==> config.mk <==
export PLATFORM = sky130hd
export DESIGN_NAME = dcas_seq
export DESIGN_NICKNAME = d
export VERILOG_FILES = /design/src/rtl/dcas_pkg.sv /design/src/rtl/dcas_cmp.sv /design/src/rtl/dcas_merge.sv /design/src/rtl/dcas_seq.sv
export SDC_FILE = /design/constraint.sdc
export NUM_CORES = 1
export LEC_CHECK = 0
export BUFFER_PORTS_ARGS = -buffer_cell sky130_fd_sc_hd__buf_2
export CAP_MARGIN = 25
export CORE_UTILIZATION = 57
export DETAILED_ROUTE_END_ITERATION = 10
export HOLD_SLACK_MARGIN = 0.1
export PLACE_DENSITY_LB_ADDON = 0.15
export SYNTH_ARGS = -nofsm -noshare
export SYNTH_HDL_FRONTEND = slang
export SYNTH_SLANG_ARGS = --single-unit
export TNS_END_PERCENT = 30
==> constraint.sdc <==
create_clock -name clk_i -period 3.7 [get_ports clk_i]
set_input_delay 0.185 -clock clk_i [delete_from_list [all_inputs] [get_ports clk_i]]
set_output_delay 0.185 -clock clk_i [all_outputs]
set_load 0.02 [all_outputs]
==> src/rtl/dcas_pkg.sv <==
package dcas_pkg;
  typedef enum logic [2:0] {
    ST_IDLE, ST_RD_A, ST_RD_B, ST_CHK, ST_WR_A, ST_WR_B, ST_WB_A, ST_WB_B
  } seq_state_e;

  typedef struct packed {
    logic n;
    logic z;
    logic v;
    logic c;
  } flags_t;
endpackage

==> src/rtl/dcas_cmp.sv <==
module dcas_cmp #(
  parameter int DATA_W = 32
) (
  input  logic [DATA_W-1:0] lhs_i,
  input  logic [DATA_W-1:0] rhs_i,
  input  logic              wide_i,
  output dcas_pkg::flags_t  flags_o
);
  localparam int HALF = DATA_W / 2;

  logic [DATA_W:0] diff_full;
  logic [HALF:0]   diff_half;

  assign diff_full = {1'b0, lhs_i} - {1'b0, rhs_i};
  assign diff_half = {1'b0, lhs_i[HALF-1:0]} - {1'b0, rhs_i[HALF-1:0]};

  always_comb begin
    if (wide_i) begin
      flags_o.n = diff_full[DATA_W-1];
      flags_o.z = (diff_full[DATA_W-1:0] == '0);
      flags_o.c = diff_full[DATA_W];
      flags_o.v = (lhs_i[DATA_W-1] != rhs_i[DATA_W-1]) && (diff_full[DATA_W-1] != lhs_i[DATA_W-1]);
    end else begin
      flags_o.n = diff_half[HALF-1];
      flags_o.z = (diff_half[HALF-1:0] == '0);
      flags_o.c = diff_half[HALF];
      flags_o.v = (lhs_i[HALF-1] != rhs_i[HALF-1]) && (diff_half[HALF-1] != lhs_i[HALF-1]);
    end
  end
endmodule

==> src/rtl/dcas_merge.sv <==
module dcas_merge #(
  parameter int DATA_W = 32
) (
  input  logic [DATA_W-1:0] old_i,
  input  logic [DATA_W-1:0] new_i,
  input  logic              wide_i,
  output logic [DATA_W-1:0] merged_o
);
  localparam int HALF = DATA_W / 2;

  assign merged_o = wide_i ? new_i : {old_i[DATA_W-1:HALF], new_i[HALF-1:0]};
endmodule

==> src/rtl/dcas_seq.sv <==
module dcas_seq #(
  parameter int DATA_W = 32,
  parameter int ADDR_W = 16,
  parameter int NREG   = 8,
  localparam int IDX_W = $clog2(NREG),
  localparam int SEL_W = 4 * IDX_W
) (
  input  logic                   clk_i,
  input  logic                   rst_ni,
  input  logic                   start_i,
  input  logic [SEL_W-1:0]       sel_i,
  input  logic                   wide_i,
  input  logic [ADDR_W-1:0]      addr_a_i,
  input  logic [ADDR_W-1:0]      addr_b_i,
  input  logic [NREG*DATA_W-1:0] regs_i,
  output logic                   mem_req_o,
  output logic                   mem_we_o,
  output logic                   mem_wide_o,
  output logic [ADDR_W-1:0]      mem_addr_o,
  output logic [DATA_W-1:0]      mem_wdata_o,
  input  logic                   mem_ack_i,
  input  logic [DATA_W-1:0]      mem_rdata_i,
  output logic                   rf_we_o,
  output logic [IDX_W-1:0]       rf_waddr_o,
  output logic [DATA_W-1:0]      rf_wdata_o,
  output logic                   busy_o,
  output logic                   done_o,
  output logic [3:0]             flags_o
);
  import dcas_pkg::*;

  localparam int HALF = DATA_W / 2;

  seq_state_e        state_q, state_d;
  logic              wide_q, done_q;
  logic [ADDR_W-1:0] addr_q [2];
  logic [IDX_W-1:0]  cidx_q [2];
  logic [DATA_W-1:0] cval_q [2];
  logic [DATA_W-1:0] uval_q [2];
  logic [DATA_W-1:0] ld_q   [2];
  flags_t            flags_q;

  logic [DATA_W-1:0] reg_arr [NREG];
  logic [IDX_W-1:0]  sel_idx [4];
  flags_t            pair_flags [2];
  logic [DATA_W-1:0] wb_data [2];
  logic [DATA_W-1:0] rd_narrow;
  logic              acc_ok, both_eq, use_b;

  for (genvar g = 0; g < NREG; g++) begin : g_unpack
    assign reg_arr[g] = regs_i[g*DATA_W +: DATA_W];
  end

  // field 0 sits in the top bits: first compare, second compare, first update, second update
  for (genvar f = 0; f < 4; f++) begin : g_sel
    assign sel_idx[f] = sel_i[(3-f)*IDX_W +: IDX_W];
  end

  for (genvar p = 0; p < 2; p++) begin : g_pair
    dcas_cmp #(.DATA_W(DATA_W)) u_cmp (
      .lhs_i  (ld_q[p]),
      .rhs_i  (cval_q[p]),
      .wide_i (wide_q),
      .flags_o(pair_flags[p])
    );
    dcas_merge #(.DATA_W(DATA_W)) u_merge (
      .old_i   (cval_q[p]),
      .new_i   (ld_q[p]),
      .wide_i  (wide_q),
      .merged_o(wb_data[p])
    );
  end

  assign acc_ok    = mem_req_o & mem_ack_i;
  assign both_eq   = pair_flags[0].z & pair_flags[1].z;
  assign rd_narrow = wide_q ? mem_rdata_i : {{(DATA_W-HALF){1'b0}}, mem_rdata_i[HALF-1:0]};
  assign use_b     = (state_q == ST_RD_B) || (state_q == ST_WR_B);

  always_comb begin
    state_d = state_q;
    unique case (state_q)
      ST_IDLE: if (start_i) state_d = ST_RD_A;
      ST_RD_A: if (acc_ok)  state_d = ST_RD_B;
      ST_RD_B: if (acc_ok)  state_d = ST_CHK;
      ST_CHK:  state_d = both_eq ? ST_WR_A : ST_WB_A;
      ST_WR_A: if (acc_ok)  state_d = ST_WR_B;
      ST_WR_B: if (acc_ok)  state_d = ST_WB_A;
      ST_WB_A: state_d = ST_WB_B;
      ST_WB_B: state_d = ST_IDLE;
      default: state_d = ST_IDLE;
    endcase
  end

  always_ff @(posedge clk_i or negedge rst_ni) begin
    if (!rst_ni) begin
      state_q <= ST_IDLE;
      wide_q  <= 1'b0;
      done_q  <= 1'b0;
      flags_q <= '0;
      for (int p = 0; p < 2; p++) begin
        addr_q[p] <= '0;
        cidx_q[p] <= '0;
        cval_q[p] <= '0;
        uval_q[p] <= '0;
        ld_q[p]   <= '0;
      end
    end else begin
      state_q <= state_d;
      done_q  <= (state_q == ST_WB_B);
      if (state_q == ST_IDLE && start_i) begin
        wide_q    <= wide_i;
        addr_q[0] <= addr_a_i;
        addr_q[1] <= addr_b_i;
        for (int p = 0; p < 2; p++) begin
          cidx_q[p] <= sel_idx[p];
          cval_q[p] <= reg_arr[sel_idx[p]];
          uval_q[p] <= reg_arr[sel_idx[2+p]];
        end
      end
      if (state_q == ST_RD_A && acc_ok) ld_q[0] <= rd_narrow;
      if (state_q == ST_RD_B && acc_ok) ld_q[1] <= rd_narrow;
      if (state_q == ST_CHK) flags_q <= pair_flags[0].z ? pair_flags[1] : pair_flags[0];
    end
  end

  always_comb begin
    mem_req_o   = (state_q == ST_RD_A) || (state_q == ST_RD_B) ||
                  (state_q == ST_WR_A) || (state_q == ST_WR_B);
    mem_we_o    = (state_q == ST_WR_A) || (state_q == ST_WR_B);
    mem_wide_o  = wide_q;
    mem_addr_o  = use_b ? addr_q[1] : addr_q[0];
    mem_wdata_o = '0;
    if (mem_we_o) begin
      mem_wdata_o = wide_q ? uval_q[use_b] : {{(DATA_W-HALF){1'b0}}, uval_q[use_b][HALF-1:0]};
    end
    rf_we_o    = (state_q == ST_WB_A) || (state_q == ST_WB_B);
    rf_waddr_o = (state_q == ST_WB_B) ? cidx_q[1] : cidx_q[0];
    rf_wdata_o = (state_q == ST_WB_B) ? wb_data[1] : wb_data[0];
  end

  assign busy_o  = (state_q != ST_IDLE);
  assign done_o  = done_q;
  assign flags_o = flags_q;
endmodule

==> impl_metrics.csv <==
group,metric,value,unit
sta,hold_viol,0,
setup_path,cp_cell_sequence,"ha_1 > a211oi_1 > nor2_1 > or4b_1 > o21bai_4 > o21ai_1 > xor2_1 > nor3_1 > nand4_1 > o31a_1 > a221o_1",
sta,fin_skew,15.05,ps
synthesis,netlist_top_cells_count,"mux4_2, dfrtp_1, a21oi_1",
setup_path,crit_fanout,7,
place,hpwlAfterDp,56.49,mm
global_routing,grt_util_all_layers,0.4023,
sta,worst_slew_pin_slew,1046,ps
die,coreArea,0.03670,mm2
drt,first_pass_iters,5,
drt,met1Wirelength,29.24,mm
die,die_h,195.3,um
sta,finalCritPeriodShare,0.9376,
drt,routedWlPerCell,25.82,um
sta,setup_slack,230.9,ps
drt,drc_errors,0,
clock_network,cts_tree,"done",
setup_path,worstRegToRegCells,11,
synthesis,yosys_register_bits,239,
synthesis,yosysWarnings,0,
min_path,hold_depth,4,
status,status,"finished clean",
place,io_buffer_count,429,
synthesis,synth_area_leaders,"mux4_2, dfrtp_1, mux2i_1",
sta,period_needed,3469,ps
synthesis,yosys.cell_types.count,79,
setup_path,worstReg2RegEnd,"flags_o[1]",
clock_network,clockBufferDepth,3,
clock_network,cts_buffers,28,
clock_network,h-tree-depth,1,
global_routing,grt_max_degree,142,
finish,nets,2833,
finish,area_growth,20.97,%
clock_network,cts_root_buffer,"clkbuf_16",
die,ioPinCount,430,
synthesis,synth_top_area_cell,"mux4_2",
sta,rsz0062_at_grt,"false",
clock_network,cts.sinks,239,
clock_network,clk_pin_slew,70,ps
setup_path,path_buf_inv,0,
global_routing,grt_pass1_vias,19500,
min_path,hold_path_end,"uval_q[24]",
place,gp_congestion,0.9809,
die,die_x,195.3,um
global_routing,grt_pass1_wl,116.4,mm
synthesis,synth-edff-count,0,
drt,top_layer,"met5",
finish,drive_above_1_share,0.3765,
synthesis,yosysSeqAreaShare,0.2808,
setup_path,cpPeakStageDelay,530,ps
setup_path,required,4150,ps
drt,vias,19720,
sta,finalMaxSlewViolations,0,
global_routing,gr-total-overflow,0,
place,dp.cells,2800,
power_and_ir_drop,ir_drop,595.7,uV
synthesis,synth_top_cell_area_share,0.2876,
global_routing,antenna_found_initial,32,
die,die_area,0.03815,mm2
sta,max_freq,0.2883,GHz
synthesis,synth_fp_nets,2420,
setup_path,end_kind,"flop",
setup_path,critical_path_arrival,3920,ps
sta,worst_slew_margin_rel,0.3026,
power_and_ir_drop,p_per_area,777.3,mW/mm2
clock_network,clk_latency,570,ps
drt,dr.first_iter.drc_count,1907,
job,drv_cap,0,
setup_path,rrSetupSlack,230,ps
drt,antenna_left,0,
synthesis,ys.flop_type,"dfrtp_1",
finish,final-instance-count-excl-fill,2956,
drt,via_per_inst,6.672,
synthesis,synth_cells,2019,
place,dp_slack,183.0,ps
setup_path,worstSetupPathType,"flop to flop",
min_path,min_path_type,"input pin to flop",
synthesis,synth_area_per_cell,10.55,um2
power_and_ir_drop,cellLeakagePower,11.41,nW
synthesis,synthMostInstantiatedCell,"mux4_2",
sta,finalSetupViolCount,0,
sta,finalSetupTns,0,ps
die,initial_core_util,0.5805,
finish,utilization,0.7022,
die,rows,70,
synthesis,synth_area,0.02130,mm2
drt,met3_length,7.746,mm
setup_path,slowest_stage,"or4b_1",
setup_path,start_kind,"flop",
setup_path,worstReg2RegStart,"ld_q[45]",
drt,wl,76.32,mm
min_path,min-delay-start,"regs_i[24]",
synthesis,async_flop_share,1.000,
drt,route.met2.wl,35.91,mm
setup_path,cp_top_family,"compound AO/OA/AOI/OAI gates",
==> through the flow <==
step / instance area, um2 / hold WS, ps / power (mW)
2_1_floorplan: 21300 / -110.6 / 13.04
3_3_place_gp: 23960 / 358.0 / 16.45
3_5_place_dp: 23980 / 360.6 / 16.70
4_1_cts: 25610 / 163.9 / 19.72
5_1_grt: 25750 / 171.2 / 21.27
6_report: 25770 / 178.1 / 20.03
==> how the worst max path moves through the flow <==
stage,startpoint,to,slack [ps],cells after the start
2_1_floorplan,ld_q[36],flags_o[1],600,11
3_3_place_gp,ld_q[41],flags_o[1],280,11
3_5_place_dp,ld_q[41],flags_o[1],180,11
4_1_cts,ld_q[41],flags_o[1],180,11
5_1_grt,ld_q[13],state_q[1],10,12
6_report,ld_q[45],flags_o[1],230,11
==> cell usage in the layout (no fill, tap or decap), drive strengths merged, types with 4 or more instances in the layout <==
cell           n
or2            7
nor3          16
nand2        225
a21oi        239
a21o          12
dlygate4sd3   68
inv           81
clkbuf        34
and2           7
nand2b         8
or3            5
xnor2         27
o31ai          4
o211ai         9
mux4         272
o41ai          5
diode         34
nor2b         10
mux2          88
a211oi        10
and3           4
clkinv        11
ha            64
o21bai         5
a31oi          8
o21a          11
dfrtp        239
nor4           9
mux2i        132
nand3         10
buf          475
o21ai         78
nand4         25
xor2          24
o2111ai        5
nor2         178
==> power breakdown <==
part           leakage [nW]  internal (mW)  switching [mW]
Sequential             2.79           3.88            1.03
Clock                 0.461           1.67            1.21
Combinational          8.16           4.85            7.39
==> sequential cells by signal, summed over array words and instances, names as in the netlist <==
| register | count |
|---|---|
| cval_q | 64 |
| addr_q | 32 |
| flags_o | 4 |
| done_o | 1 |
| uval_q | 64 |
| cidx_q | 6 |
| ld_q | 64 |
| mem_wide_o | 1 |
| state_q | 3 |
==> worst reg2reg max path, stage by stage (launching register included) <==
cell and delay [ps]:
dfrtp_1 420, ha_1 410, a211oi_1 250, nor2_1 110
or4b_1 530, o21bai_4 220, o21ai_1 120, xor2_1 150
nor3_1 240, nand4_1 180, o31a_1 390, a221o_1 340
==> final cells by class <==
cell class | count | area [um2]
Fill cell | 2833 | 10930
Antenna cell | 34 | 85.08
Sequential cell | 239 | 5981
Tap cell | 468 | 585.6
Timing Repair Buffer | 543 | 3381
Multi-Input combinational cell | 1540 | 14490
Clock buffer | 34 | 754.5
Clock inverter | 18 | 191.4
Inverter | 80 | 300.3
==> cells by family after synthesis <==
logic type,Yosys count,share of synthesized area
and+or+nand+nor,515,0.1055
muxes,492,0.3961
AOI/OAI and AO/OA,418,0.1161
buffers and inverters,240,0.04294
DFF,239,0.2808
adders and majority gates,64,0.03759
xor gates and xnor gates,51,0.02097
==> layer usage <==
metal / up-vias / GRT usage
met2: 1139 / 0.6357
met1: 9848 / 0.5463
met4: 2 / 0.1589
met3: 209 / 0.08463
met5: - / 0
li1: 8525 / -
==> what timing repair did <==
action	4_1_cts	5_1_grt
endpoints found under the hold margin	221	0
resized for setup	0	14
hold buffers	68	0
setup endpoints to repair	0	4
buffers inserted	0	2
(Power assumes the default switching activity.)
